==> config.mk <==
export PLATFORM = sky130hd
export DESIGN_NAME = vplane_router
export DESIGN_NICKNAME = d
export VERILOG_FILES = /design/src/rtl/vpr_pkg.sv /design/src/rtl/vpr_entry_table.sv /design/src/rtl/vpr_port_bind.sv /design/src/rtl/vpr_prio_pick.sv /design/src/rtl/vplane_router.sv
export SDC_FILE = /design/constraint.sdc
export NUM_CORES = 2
export LEC_CHECK = 0
export ABC_CLOCK_PERIOD_IN_PS = 12900
export BUFFER_PORTS_ARGS = -buffer_cell sky130_fd_sc_hd__buf_4
export CAP_MARGIN = 10
export CORE_ASPECT_RATIO = 0.6
export CORE_UTILIZATION = 57
export CTS_CLUSTER_DIAMETER = 40
export CTS_CLUSTER_SIZE = 12
export DETAILED_ROUTE_END_ITERATION = 10
export PLACE_DENSITY = 0.83
export SLEW_MARGIN = 20
export SYNTH_ARGS = -nofsm -noshare
export SYNTH_HDL_FRONTEND = slang
export SYNTH_SLANG_ARGS = --single-unit
==> constraint.sdc <==
create_clock -name clk -period 12.9 [get_ports clk]
set_clock_uncertainty 0.2 [all_clocks]
set_input_delay 1.935 -clock clk [delete_from_list [all_inputs] [get_ports clk]]
set_output_delay 1.935 -clock clk [all_outputs]
set_load 0.01 [all_outputs]
==> src/rtl/vpr_pkg.sv <==
package vpr_pkg;
  localparam int DEF_ENTRIES = 16;
  localparam int DEF_PLANE_W = 4;
  localparam int DEF_RID_W   = 16;
  localparam int DEF_ADDR_W  = 32;
  localparam int DEF_PORTS   = 6;

  typedef enum logic {
    DIR_DOWN = 1'b0,
    DIR_UP   = 1'b1
  } dir_e;
endpackage

==> src/rtl/vpr_entry_table.sv <==
module vpr_entry_table #(
  parameter int N         = vpr_pkg::DEF_ENTRIES,
  parameter int PLANE_W   = vpr_pkg::DEF_PLANE_W,
  parameter int RID_W     = vpr_pkg::DEF_RID_W,
  parameter int ADDR_W    = vpr_pkg::DEF_ADDR_W,
  parameter int NUM_PORTS = vpr_pkg::DEF_PORTS,
  parameter int PORT_W    = (NUM_PORTS > 1) ? $clog2(NUM_PORTS) : 1,
  parameter int IDX_W     = (N > 1) ? $clog2(N) : 1
) (
  input  logic                clk,
  input  logic                rst_n,
  input  logic                wr_en,
  input  logic [IDX_W-1:0]    wr_idx,
  input  logic                wr_valid,
  input  logic [PLANE_W-1:0]  wr_plane,
  input  logic                wr_rid_en,
  input  logic [RID_W-1:0]    wr_rid,
  input  logic [PORT_W-1:0]   wr_port,
  input  logic [ADDR_W-1:0]   wr_base,
  input  logic [ADDR_W-1:0]   wr_limit,
  input  logic [PLANE_W-1:0]  lk_plane,
  input  logic [RID_W-1:0]    lk_rid,
  input  logic [ADDR_W-1:0]   lk_addr,
  input  vpr_pkg::dir_e       lk_dir,
  output logic [N-1:0]        hit_vec,
  output logic [N*PORT_W-1:0] port_flat
);
  localparam logic [PORT_W:0] PORT_LIM = (PORT_W+1)'(NUM_PORTS);

  logic wr_port_ok;
  logic wr_accept;

  always_comb begin
    wr_port_ok = ({1'b0, wr_port} < PORT_LIM);
    wr_accept  = wr_en && (!wr_valid || wr_port_ok);
  end

  for (genvar g = 0; g < N; g++) begin : g_ent
    logic               v_q, v_d;
    logic [PLANE_W-1:0] plane_q, plane_d;
    logic               rid_en_q, rid_en_d;
    logic [RID_W-1:0]   rid_q, rid_d;
    logic [PORT_W-1:0]  port_q, port_d;
    logic [ADDR_W-1:0]  base_q, base_d;
    logic [ADDR_W-1:0]  limit_q, limit_d;
    logic               ld;
    logic               plane_eq, range_ok, rid_ok;

    // next-state
    always_comb begin
      ld       = wr_accept && (wr_idx == IDX_W'(g));
      v_d      = wr_valid;
      plane_d  = wr_plane;
      rid_en_d = wr_rid_en;
      rid_d    = wr_rid;
      port_d   = wr_port;
      base_d   = wr_base;
      limit_d  = wr_limit;
    end

    always_ff @(posedge clk or negedge rst_n) begin
      if (!rst_n) begin
        v_q      <= 1'b0;
        plane_q  <= '0;
        rid_en_q <= 1'b0;
        rid_q    <= '0;
        port_q   <= '0;
        base_q   <= '0;
        limit_q  <= '0;
      end else if (ld) begin
        v_q      <= v_d;
        plane_q  <= plane_d;
        rid_en_q <= rid_en_d;
        rid_q    <= rid_d;
        port_q   <= port_d;
        base_q   <= base_d;
        limit_q  <= limit_d;
      end
    end

    // match logic
    always_comb begin
      plane_eq   = (plane_q == lk_plane);
      range_ok   = (lk_addr >= base_q) && (lk_addr <= limit_q);
      rid_ok     = (rid_q == lk_rid);
      hit_vec[g] = v_q && plane_eq &&
                   (((lk_dir == vpr_pkg::DIR_UP) && rid_en_q) ? rid_ok : range_ok);
    end

    assign port_flat[g*PORT_W +: PORT_W] = port_q;


    entry_port_range_chk: assert property (@(posedge clk) disable iff (!rst_n)
      v_q |-> ({1'b0, port_q} < PORT_LIM));
  end
endmodule

==> src/rtl/vpr_port_bind.sv <==
module vpr_port_bind #(
  parameter int NUM_PORTS = vpr_pkg::DEF_PORTS,
  parameter int PLANE_W   = vpr_pkg::DEF_PLANE_W,
  parameter int PORT_W    = (NUM_PORTS > 1) ? $clog2(NUM_PORTS) : 1
) (
  input  logic               clk,
  input  logic               rst_n,
  input  logic               wr_en,
  input  logic [PORT_W-1:0]  wr_port,
  input  logic               wr_legacy,
  input  logic [PLANE_W-1:0] wr_plane,
  input  logic [PORT_W-1:0]  in_port,
  output logic               in_legacy,
  output logic [PLANE_W-1:0] in_plane,
  input  logic [PORT_W-1:0]  eg_port,
  output logic               eg_legacy
);
  localparam logic [PORT_W:0] PORT_LIM = (PORT_W+1)'(NUM_PORTS);

  logic                         accept;
  logic [NUM_PORTS-1:0]         leg_vec;
  logic [NUM_PORTS*PLANE_W-1:0] plane_vec;

  always_comb begin
    accept = wr_en && ({1'b0, wr_port} < PORT_LIM) &&
             !(wr_legacy && (wr_plane == '0));
  end

  for (genvar g = 0; g < NUM_PORTS; g++) begin : g_port
    logic               leg_q, leg_d;
    logic [PLANE_W-1:0] plane_q, plane_d;
    logic               ld;

    always_comb begin
      ld      = accept && (wr_port == PORT_W'(g));
      leg_d   = wr_legacy;
      plane_d = wr_legacy ? wr_plane : '0;
    end

    always_ff @(posedge clk or negedge rst_n) begin
      if (!rst_n) begin
        leg_q   <= 1'b0;
        plane_q <= '0;
      end else if (ld) begin
        leg_q   <= leg_d;
        plane_q <= plane_d;
      end
    end

    assign leg_vec[g]                     = leg_q;
    assign plane_vec[g*PLANE_W +: PLANE_W] = plane_q;


    no_plane0_bind_chk: assert property (@(posedge clk) disable iff (!rst_n)
      leg_q |-> (plane_q != '0));
  end

  always_comb begin
    in_legacy = 1'b0;
    in_plane  = '0;
    eg_legacy = 1'b0;
    for (int i = 0; i < NUM_PORTS; i++) begin
      if (in_port == PORT_W'(i)) begin
        in_legacy = leg_vec[i];
        in_plane  = plane_vec[i*PLANE_W +: PLANE_W];
      end
      if (eg_port == PORT_W'(i)) begin
        eg_legacy = leg_vec[i];
      end
    end
  end
endmodule

==> src/rtl/vpr_prio_pick.sv <==
module vpr_prio_pick #(
  parameter int N      = vpr_pkg::DEF_ENTRIES,
  parameter int PORT_W = 3
) (
  input  logic [N-1:0]        hit_vec,
  input  logic [N*PORT_W-1:0] port_flat,
  output logic                any_hit,
  output logic [PORT_W-1:0]   sel_port
);
  always_comb begin
    any_hit  = 1'b0;
    sel_port = '0;
    for (int i = N - 1; i >= 0; i--) begin
      if (hit_vec[i]) begin
        any_hit  = 1'b1;
        sel_port = port_flat[i*PORT_W +: PORT_W];
      end
    end
  end
endmodule

==> src/rtl/vplane_router.sv <==
module vplane_router #(
  parameter int N         = vpr_pkg::DEF_ENTRIES,
  parameter int PLANE_W   = vpr_pkg::DEF_PLANE_W,
  parameter int RID_W     = vpr_pkg::DEF_RID_W,
  parameter int ADDR_W    = vpr_pkg::DEF_ADDR_W,
  parameter int NUM_PORTS = vpr_pkg::DEF_PORTS,
  localparam int PORT_W   = (NUM_PORTS > 1) ? $clog2(NUM_PORTS) : 1,
  localparam int IDX_W    = (N > 1) ? $clog2(N) : 1
) (
  input  logic               clk,
  input  logic               rst_n,
  input  logic               tbl_wr_en,
  input  logic [IDX_W-1:0]   tbl_wr_idx,
  input  logic               tbl_wr_valid,
  input  logic [PLANE_W-1:0] tbl_wr_plane,
  input  logic               tbl_wr_rid_en,
  input  logic [RID_W-1:0]   tbl_wr_rid,
  input  logic [PORT_W-1:0]  tbl_wr_port,
  input  logic [ADDR_W-1:0]  tbl_wr_base,
  input  logic [ADDR_W-1:0]  tbl_wr_limit,
  input  logic               bind_wr_en,
  input  logic [PORT_W-1:0]  bind_wr_port,
  input  logic               bind_wr_legacy,
  input  logic [PLANE_W-1:0] bind_wr_plane,
  input  logic               req_valid,
  input  logic [PORT_W-1:0]  req_in_port,
  input  logic [PLANE_W-1:0] req_plane,
  input  logic [RID_W-1:0]   req_rid,
  input  logic [ADDR_W-1:0]  req_addr,
  input  logic               req_up,
  output logic               rsp_valid,
  output logic               rsp_hit,
  output logic               rsp_ur,
  output logic [PORT_W-1:0]  rsp_port,
  output logic [PLANE_W-1:0] rsp_plane,
  output logic               rsp_strip
);
  logic [N-1:0]        hit_vec;
  logic [N*PORT_W-1:0] port_flat;
  logic                any_hit;
  logic [PORT_W-1:0]   sel_port;
  logic                in_legacy;
  logic [PLANE_W-1:0]  in_plane;
  logic                eg_legacy;
  logic [PLANE_W-1:0]  eff_plane;
  vpr_pkg::dir_e       lk_dir;

  logic               v_d, hit_d, ur_d, strip_d;
  logic [PORT_W-1:0]  port_d;
  logic [PLANE_W-1:0] plane_d;

  always_comb begin
    eff_plane = in_legacy ? in_plane : req_plane;
    lk_dir    = req_up ? vpr_pkg::DIR_UP : vpr_pkg::DIR_DOWN;
  end

  vpr_port_bind #(
    .NUM_PORTS(NUM_PORTS), .PLANE_W(PLANE_W), .PORT_W(PORT_W)
  ) bind_i (
    .clk(clk), .rst_n(rst_n),
    .wr_en(bind_wr_en), .wr_port(bind_wr_port),
    .wr_legacy(bind_wr_legacy), .wr_plane(bind_wr_plane),
    .in_port(req_in_port), .in_legacy(in_legacy), .in_plane(in_plane),
    .eg_port(sel_port), .eg_legacy(eg_legacy)
  );

  vpr_entry_table #(
    .N(N), .PLANE_W(PLANE_W), .RID_W(RID_W), .ADDR_W(ADDR_W),
    .NUM_PORTS(NUM_PORTS), .PORT_W(PORT_W), .IDX_W(IDX_W)
  ) table_i (
    .clk(clk), .rst_n(rst_n),
    .wr_en(tbl_wr_en), .wr_idx(tbl_wr_idx), .wr_valid(tbl_wr_valid),
    .wr_plane(tbl_wr_plane), .wr_rid_en(tbl_wr_rid_en), .wr_rid(tbl_wr_rid),
    .wr_port(tbl_wr_port), .wr_base(tbl_wr_base), .wr_limit(tbl_wr_limit),
    .lk_plane(eff_plane), .lk_rid(req_rid), .lk_addr(req_addr), .lk_dir(lk_dir),
    .hit_vec(hit_vec), .port_flat(port_flat)
  );

  vpr_prio_pick #(.N(N), .PORT_W(PORT_W)) pick_i (
    .hit_vec(hit_vec), .port_flat(port_flat),
    .any_hit(any_hit), .sel_port(sel_port)
  );

  // next-state of the response stage
  always_comb begin
    v_d     = 1'b0;
    hit_d   = 1'b0;
    ur_d    = 1'b0;
    port_d  = '0;
    plane_d = '0;
    strip_d = 1'b0;
    if (req_valid) begin
      v_d     = 1'b1;
      hit_d   = any_hit;
      ur_d    = !any_hit;
      port_d  = any_hit ? sel_port : '0;
      plane_d = eff_plane;
      strip_d = any_hit && eg_legacy;
    end
  end

  always_ff @(posedge clk or negedge rst_n) begin
    if (!rst_n) begin
      rsp_valid <= 1'b0;
      rsp_hit   <= 1'b0;
      rsp_ur    <= 1'b0;
      rsp_port  <= '0;
      rsp_plane <= '0;
      rsp_strip <= 1'b0;
    end else begin
      rsp_valid <= v_d;
      rsp_hit   <= hit_d;
      rsp_ur    <= ur_d;
      rsp_port  <= port_d;
      rsp_plane <= plane_d;
      rsp_strip <= strip_d;
    end
  end


  rsp_follows_req_chk: assert property (@(posedge clk) disable iff (!rst_n)
    req_valid |=> rsp_valid);

  no_spurious_rsp_chk: assert property (@(posedge clk) disable iff (!rst_n)
    !req_valid |=> (!rsp_valid && !rsp_hit && !rsp_ur && !rsp_strip));

  hit_ur_excl_chk: assert property (@(posedge clk) disable iff (!rst_n)
    rsp_valid |-> (rsp_hit != rsp_ur));

  miss_clean_chk: assert property (@(posedge clk) disable iff (!rst_n)
    rsp_ur |-> (rsp_port == '0 && !rsp_strip));

  strip_needs_hit_chk: assert property (@(posedge clk) disable iff (!rst_n)
    rsp_strip |-> rsp_hit);

  aware_plane_pass_chk: assert property (@(posedge clk) disable iff (!rst_n)
    (req_valid && !in_legacy) |=> (rsp_plane == $past(req_plane)));

  pick_agrees_chk: assert property (@(posedge clk) disable iff (!rst_n)
    any_hit == (|hit_vec));
endmodule

# After elaboration in Yosys (flattened, before gate mapping)
# Cells that the tools add are included.
[op_classes]
n_reduce_logical = 100
n_eq_ne = 62
order_cmp = 34
muxes = 76
[op_table]
columns = ["op", "n"]
rows = [
  ["32-bit greater-or-equal comparator", 16],
  ["32-bit <= comparator", 16],
  ["16-bit equality test", 16],
  ["1-bit logical AND", 91],
  ["4-bit equality test", 16],
  ["3-bit two-way mux", 18],
  ["1-bit two-way mux", 49],
  ["4-bit two-way mux", 9],
  ["4-bit equality test, second input constant", 8],
  ["3-bit by 2-bit equality test with 1-bit output, second input constant", 6],
  ["3-bit equality test, second input constant", 6],
  ["4-bit by 3-bit equality test with 1-bit output, second input constant", 4],
  ["3-bit by 1-bit equality test with 1-bit output, second input constant", 3],
  ["3-bit logical NOT", 3],
  ["4-bit by 2-bit equality test with 1-bit output, second input constant", 2],
  ["4-bit logical NOT", 2],
  ["3-bit less-than comparator, second input constant", 2],
  ["4-bit by 1-bit equality test with 1-bit output, second input constant", 1],
  ["1-bit logical NOT", 3],
  ["1-bit logical OR", 1],
]
[word_totals]
ff_bits = 1465
output_inout_bits = 11

# Logic depth before layout (Yosys ltp)
[depth]
word_depth = 36
depth_mapped = 17
ltp_nobuf = 16

# Cells and area by module
# From an unflattened synthesis, not the netlist that was laid out.
[hier_totals]
hier_cells = 8331
area_unflattened_um2 = 82779.4
[by_module_without_submodules]
columns = ["mod", "n_inst", "area_each_um2", "cells_per_inst", "seq_area_each_um2"]
rows = [
  ["vpr_entry_table", 1, 80312.0, 8103, 35634.2],
  ["vpr_port_bind", 1, 1550.2, 115, 750.7],
  ["vpr_prio_pick", 1, 530.5, 88, 0.0],
  ["vplane_router", 1, 386.6, 25, 275.3],
]

# Least setup slack after synthesis
# Ideal clock, no wire load.
[synth_timing]
path_kind = "in2reg"
start = "input port req_in_port[1]"
end = "register rsp_strip"
setup_time_ps = 121
path_slack_ps = 6921
t_required_ps = 12579
path_buffers = 1
arrival_ps = 5658
path_stages = 15
cell_sequence = "clkbuf_1 -> nor2b_1 -> nand2b_1 -> a221oi_1 -> a21oi_4 -> xnor2_1 -> or4_1 -> nor4_4 -> nand3b_1 -> a31oi_1 -> a221oi_1 -> nor3_2 -> o22ai_2 -> mux2_2 -> a32o_2"
[synth_via]
elab_chain_len = 36
[synth_lines]
columns = ["element", "line_no", "text"]
rows = [
  ["start, declared", "vplane_router.sv:26", "input logic [PORT_W-1:0] req_in_port,"],
  ["3-bit logical NOT", "vpr_port_bind.sv:63", "if (in_port == PORT_W'(i)) begin"],
  ["4-bit two-way mux or 1-bit two-way mux (tied branches) (6 in a row)", "vpr_port_bind.sv:63", ""],
  ["4-bit two-way mux *", "vplane_router.sv:53", "eff_plane = in_legacy ? in_plane : req_plane;"],
  ["4-bit equality test", "vpr_entry_table.sv:83", "plane_eq = (plane_q == lk_plane);"],
  ["1-bit logical AND (2 in a row)", "vpr_entry_table.sv:86", "hit_vec[g] = v_q && plane_eq &&"],
  ["3-bit two-way mux (16 in a row)", "vpr_prio_pick.sv:14", "if (hit_vec[i]) begin"],
  ["3-bit logical NOT", "vpr_port_bind.sv:67", "if (eg_port == PORT_W'(i)) begin"],
  ["1-bit two-way mux (6 in a row)", "vpr_port_bind.sv:67", ""],
  ["1-bit logical AND *", "vplane_router.sv:98", "strip_d = any_hit && eg_legacy;"],
  ["1-bit two-way mux *", "vplane_router.sv:92", "if (req_valid) begin"],
  ["net strip_d", "vplane_router.sv:48", "logic v_d, hit_d, ur_d, strip_d;"],
  ["end signal, assigned", "vplane_router.sv:116", "rsp_strip <= strip_d;"],
  ["end, declared", "vplane_router.sv:36", "output logic rsp_strip"],
]
# The timed path passes the listed nets; every way through them passes the cells marked *.
# A chain may end at the register's enable or synchronous reset.

# Worst setup path after layout
[layout_timing]
start = "input port req_addr[18]"
end = "register rsp_strip"
[layout_via]
elab_chain_len = 29
[layout_lines]
columns = ["element", "line_no", "text"]
rows = [
  ["start, declared", "vplane_router.sv:29", "input logic [ADDR_W-1:0] req_addr,"],
  ["32-bit greater-or-equal comparator or 32-bit <= comparator (tied branches)", "vpr_entry_table.sv:84", "range_ok = (lk_addr >= base_q) && (lk_addr <= limit_q);"],
  ["1-bit logical AND", "vpr_entry_table.sv:84", ""],
  ["1-bit two-way mux", "vpr_entry_table.sv:87", "(((lk_dir == vpr_pkg::DIR_UP) && rid_en_q) ? rid_ok : range_ok);"],
  ["1-bit logical AND", "vpr_entry_table.sv:86", ""],
  ["3-bit two-way mux (16 in a row)", "vpr_prio_pick.sv:14", ""],
  ["3-bit logical NOT", "vpr_port_bind.sv:67", ""],
  ["1-bit two-way mux (6 in a row)", "vpr_port_bind.sv:67", ""],
  ["1-bit logical AND *", "vplane_router.sv:98", ""],
  ["1-bit two-way mux *", "vplane_router.sv:92", ""],
  ["net strip_d", "vplane_router.sv:48", ""],
]
# Marks and branches as above.

==> flow_summary.toml <==
[outcome]
outcome = "finished clean"

[layout]
area_growth_pct = 9.85
layout_commonest_cell = "dfrtp_1"
mostFrequentLayoutCells = "1,465 x dfrtp_1, 1,063 x o21ai_0, 1,056 x inv_1, 1,039 x nand2_1, 1,024 x ha_1"
drive_above_1_share_pct = 13.6
nets = 9675
fin_util_pct = 63.2

[synth]
ys_ff_latch = 1465
seq_area_frac_synth_pct = 44.0
ys.flop_type = "dfrtp_1"
synth_cell_types = 96
syn_inst = 8460
yosysWarnings = 0
synth_edf_count = 0
synthArstFlopShare_pct = 100
synth_area_um2 = 83400
avgSynthCellArea_um2 = 9.86
synth_top_area_share_pct = 44.0
synthesis.nets = 9646
synth_top_cell_by_area = "dfrtp_1"
ys_top_cells_by_area = "dfrtp_1 44%, ha_1 15%, mux2_2 8.4%, o21ai_0 6.4%, inv_1 4.8%"

[global_route]
antenna_found_initial = 47
grt_pass1_vias = 66700
overflow = 0
gr-usage-all-layers_pct = 37.2
grt_max_degree = 186
grt_pass1_wl_um = 411000

[floorplanning]
coreArea_um2 = 145000
dieHeight_um = 298
start_util_pct = 57.6
die_x_um = 496
die-area_um2 = 148000
rows = 108
io_pins = 173

[critical_path]
startpoint_type = "primary input"
slowest_delay_ns = 1.05
arrival_ns = 7.32
critPathRequiredTime_ns = 13.40
setup.worst_path.class = "primary input to register"
slowest_stage = "a211oi_1"
critPathMaxFanout = 17
end_kind = "register"
crit_chain = "buf_4 > buf_4 > ha_1 > and3_1 > nand4_1 > a211oi_1 > or4_1 > nand2_1 > nor4_2 > nor2_1 > nand2_1 > a211oi_2 > o221ai_2 > mux2i_1 > mux2i_1 > a32o_2"

[clock_tree]
htreeDepth = 4
cts_root_buffer = "clkbuf_16"
ctsHoldBuffers = 0
cts_buffers = 159
clk_pin_slew_ns = 0.06
worst_skew_pair.late_latency_ns = 0.82
cts_tree = "built"
ctsResizeCount = 0
clkSinkCount = 1465
cts.path.max_buffers = 3
cts_setup_buffers = 0

[placed_design]
port_buffers = 172
dp_hpwl_um = 185000
globalplace.congestion = 1.01

[route]
drcViolationCount = 0
ant_nets = 0
drt_iter0_drc = 8843
via_count = 66900
wl_per_cell_um = 26.1
drtPass1Iterations = 7
wl_um = 275000
vias_per_cell = 6.36

[job]
maxCapViolCount = 0

[pwr]
p_per_area_nw_per_um2 = 168
vdd_drop_max_mv = 0.168
p_leak_nw = 42.8

[sta]
grt_setup_unrepaired = "no"
slew_headroom_pct = 15.7
hold_viol = 0
holdWs_ns = 0.278
clock.fmax_ghz = 0.146
min_period_ns = 6.83
period_share_pct = 52.9
slew_violations = 0
setup_viol = 0
tns_ns = 0
worst_slew_pin_slew_ns = 1.25

[hold_path]
hold_path_class = "register to register"
[metal layers]
metal / track usage [%] / vias up / wire length, um
li1: - / 29100 / -
met5: 0.779 / - / 454
met1: 51.7 / 32700 / 111000
met3: 16.3 / 833 / 43600
met2: 50.4 / 4169 / 108000
met4: 14.7 / 40 / 11900
[cells in the mapped netlist (all sizes together), types with 9 or more instances]
master,number
nand2b,26
mux2,628
o2111ai,11
nor4,73
nor2b,36
nor2,151
ha,1024
mux2i,16
inv,1057
nand4,203
and3,16
a221o,13
a21o,69
o31ai,12
a2111oi,23
nand3,99
and2,9
and4,21
dfrtp,1465
xor2,87
o22ai,12
nand2,1039
or4,11
buf,30
nor3,59
o21a,22
clkbuf,349
a211o,17
a211oi,89
a31oi,25
a221oi,21
o211ai,54
xnor2,221
o21ai,1067
a21oi,287
[state kept, by name (all words and copies together), names as in the netlist]
name / cells
table_i.g_ent.base_q: 512
table_i.g_ent.limit_q: 512
rsp_hit: 1
table_i.g_ent.rid_en_q: 16
rsp_strip: 1
table_i.g_ent.rid_q: 256
rsp_plane: 4
bind_i.g_port.plane_q: 24
rsp_port: 3
rsp_valid: 1
rsp_ur: 1
table_i.g_ent.v_q: 16
table_i.g_ent.plane_q: 64
bind_i.g_port.leg_q: 6
table_i.g_ent.port_q: 48
[stage by stage]
stage,setup WS [ns],total power [mW],instance area (um^2),instances
after floorplan,6.92,9.05,83400,8460
after global placement,5.75,10.2,86400,10300
after detailed placement,5.57,10.6,86400,10300
after CTS,6.38,15.2,91500,10500
after global routing,6.10,16.1,91600,10500
final,6.07,15.4,91600,10500
[where the power goes]
part	total [mW]	switching, mW	internal [mW]
registers	6.26	0.540	5.72
clock network	4.60	1.95	2.65
logic	4.50	2.68	1.82
total	15.4	5.17	10.2
[cell families (layout without fill, tap and decap cells)]
kind of cell | count (synthesis) | count (layout) | synth area share (%)
adders and majority gates | 1024 | 1024 | 15.4
muxes | 645 | 645 | 8.71
and+or+nand+nor | 1788 | 1788 | 9.83
buffers and inverters | 1437 | 1553 | 6.52
xor gates and xnor gates | 308 | 308 | 3.24
other | 0 | 17 | 0
AOI/OAI and AO/OA | 1793 | 1793 | 12.4
DFF | 1465 | 1465 | 44.0
[critical path: cells and delay by family]
kind / cells / cell delay, ns
AO/OA/AOI/OAI: 4 / 1.70
AND/OR/NAND/NOR: 7 / 2.26
buffers and inverters: 2 / 0.84
adder cells (fa/ha/maj): 1 / 0.22
multiplexers: 2 / 0.33
[layout make-up]
type                            count  area [um^2]
Fill cell                       11000        53300
Clock buffer                      201         4470
Multi-Input combinational cell   5558        41500
Antenna cell                       17         42.5
Tap cell                         1925         2410
Inverter                         1058         3970
Clock inverter                     47          589
Sequential cell                  1465        36700
Timing Repair Buffer              247         1930
[path summary, 6_finish.rpt]
kind	from	end	slack [ns]	depth (start not counted)
setup / recovery	req_addr[18]	rsp_strip	6.07	16
max in group asynchronous	rst_n	table_i.g_ent[0].base_q[16]	8.39	4
hold reg to reg	bind_i.g_port[2].plane_q[1]	bind_i.g_port[2].plane_q[1]	0.28	2
setup reg to reg	bind_i.g_port[0].leg_q	rsp_strip	7.25	13
hold / removal	bind_i.g_port[2].plane_q[1]	bind_i.g_port[2].plane_q[1]	0.28	2
min in group asynchronous	rst_n	table_i.g_ent[6].limit_q[4]	0.89	1
Power figures use the tool's default switching activity.
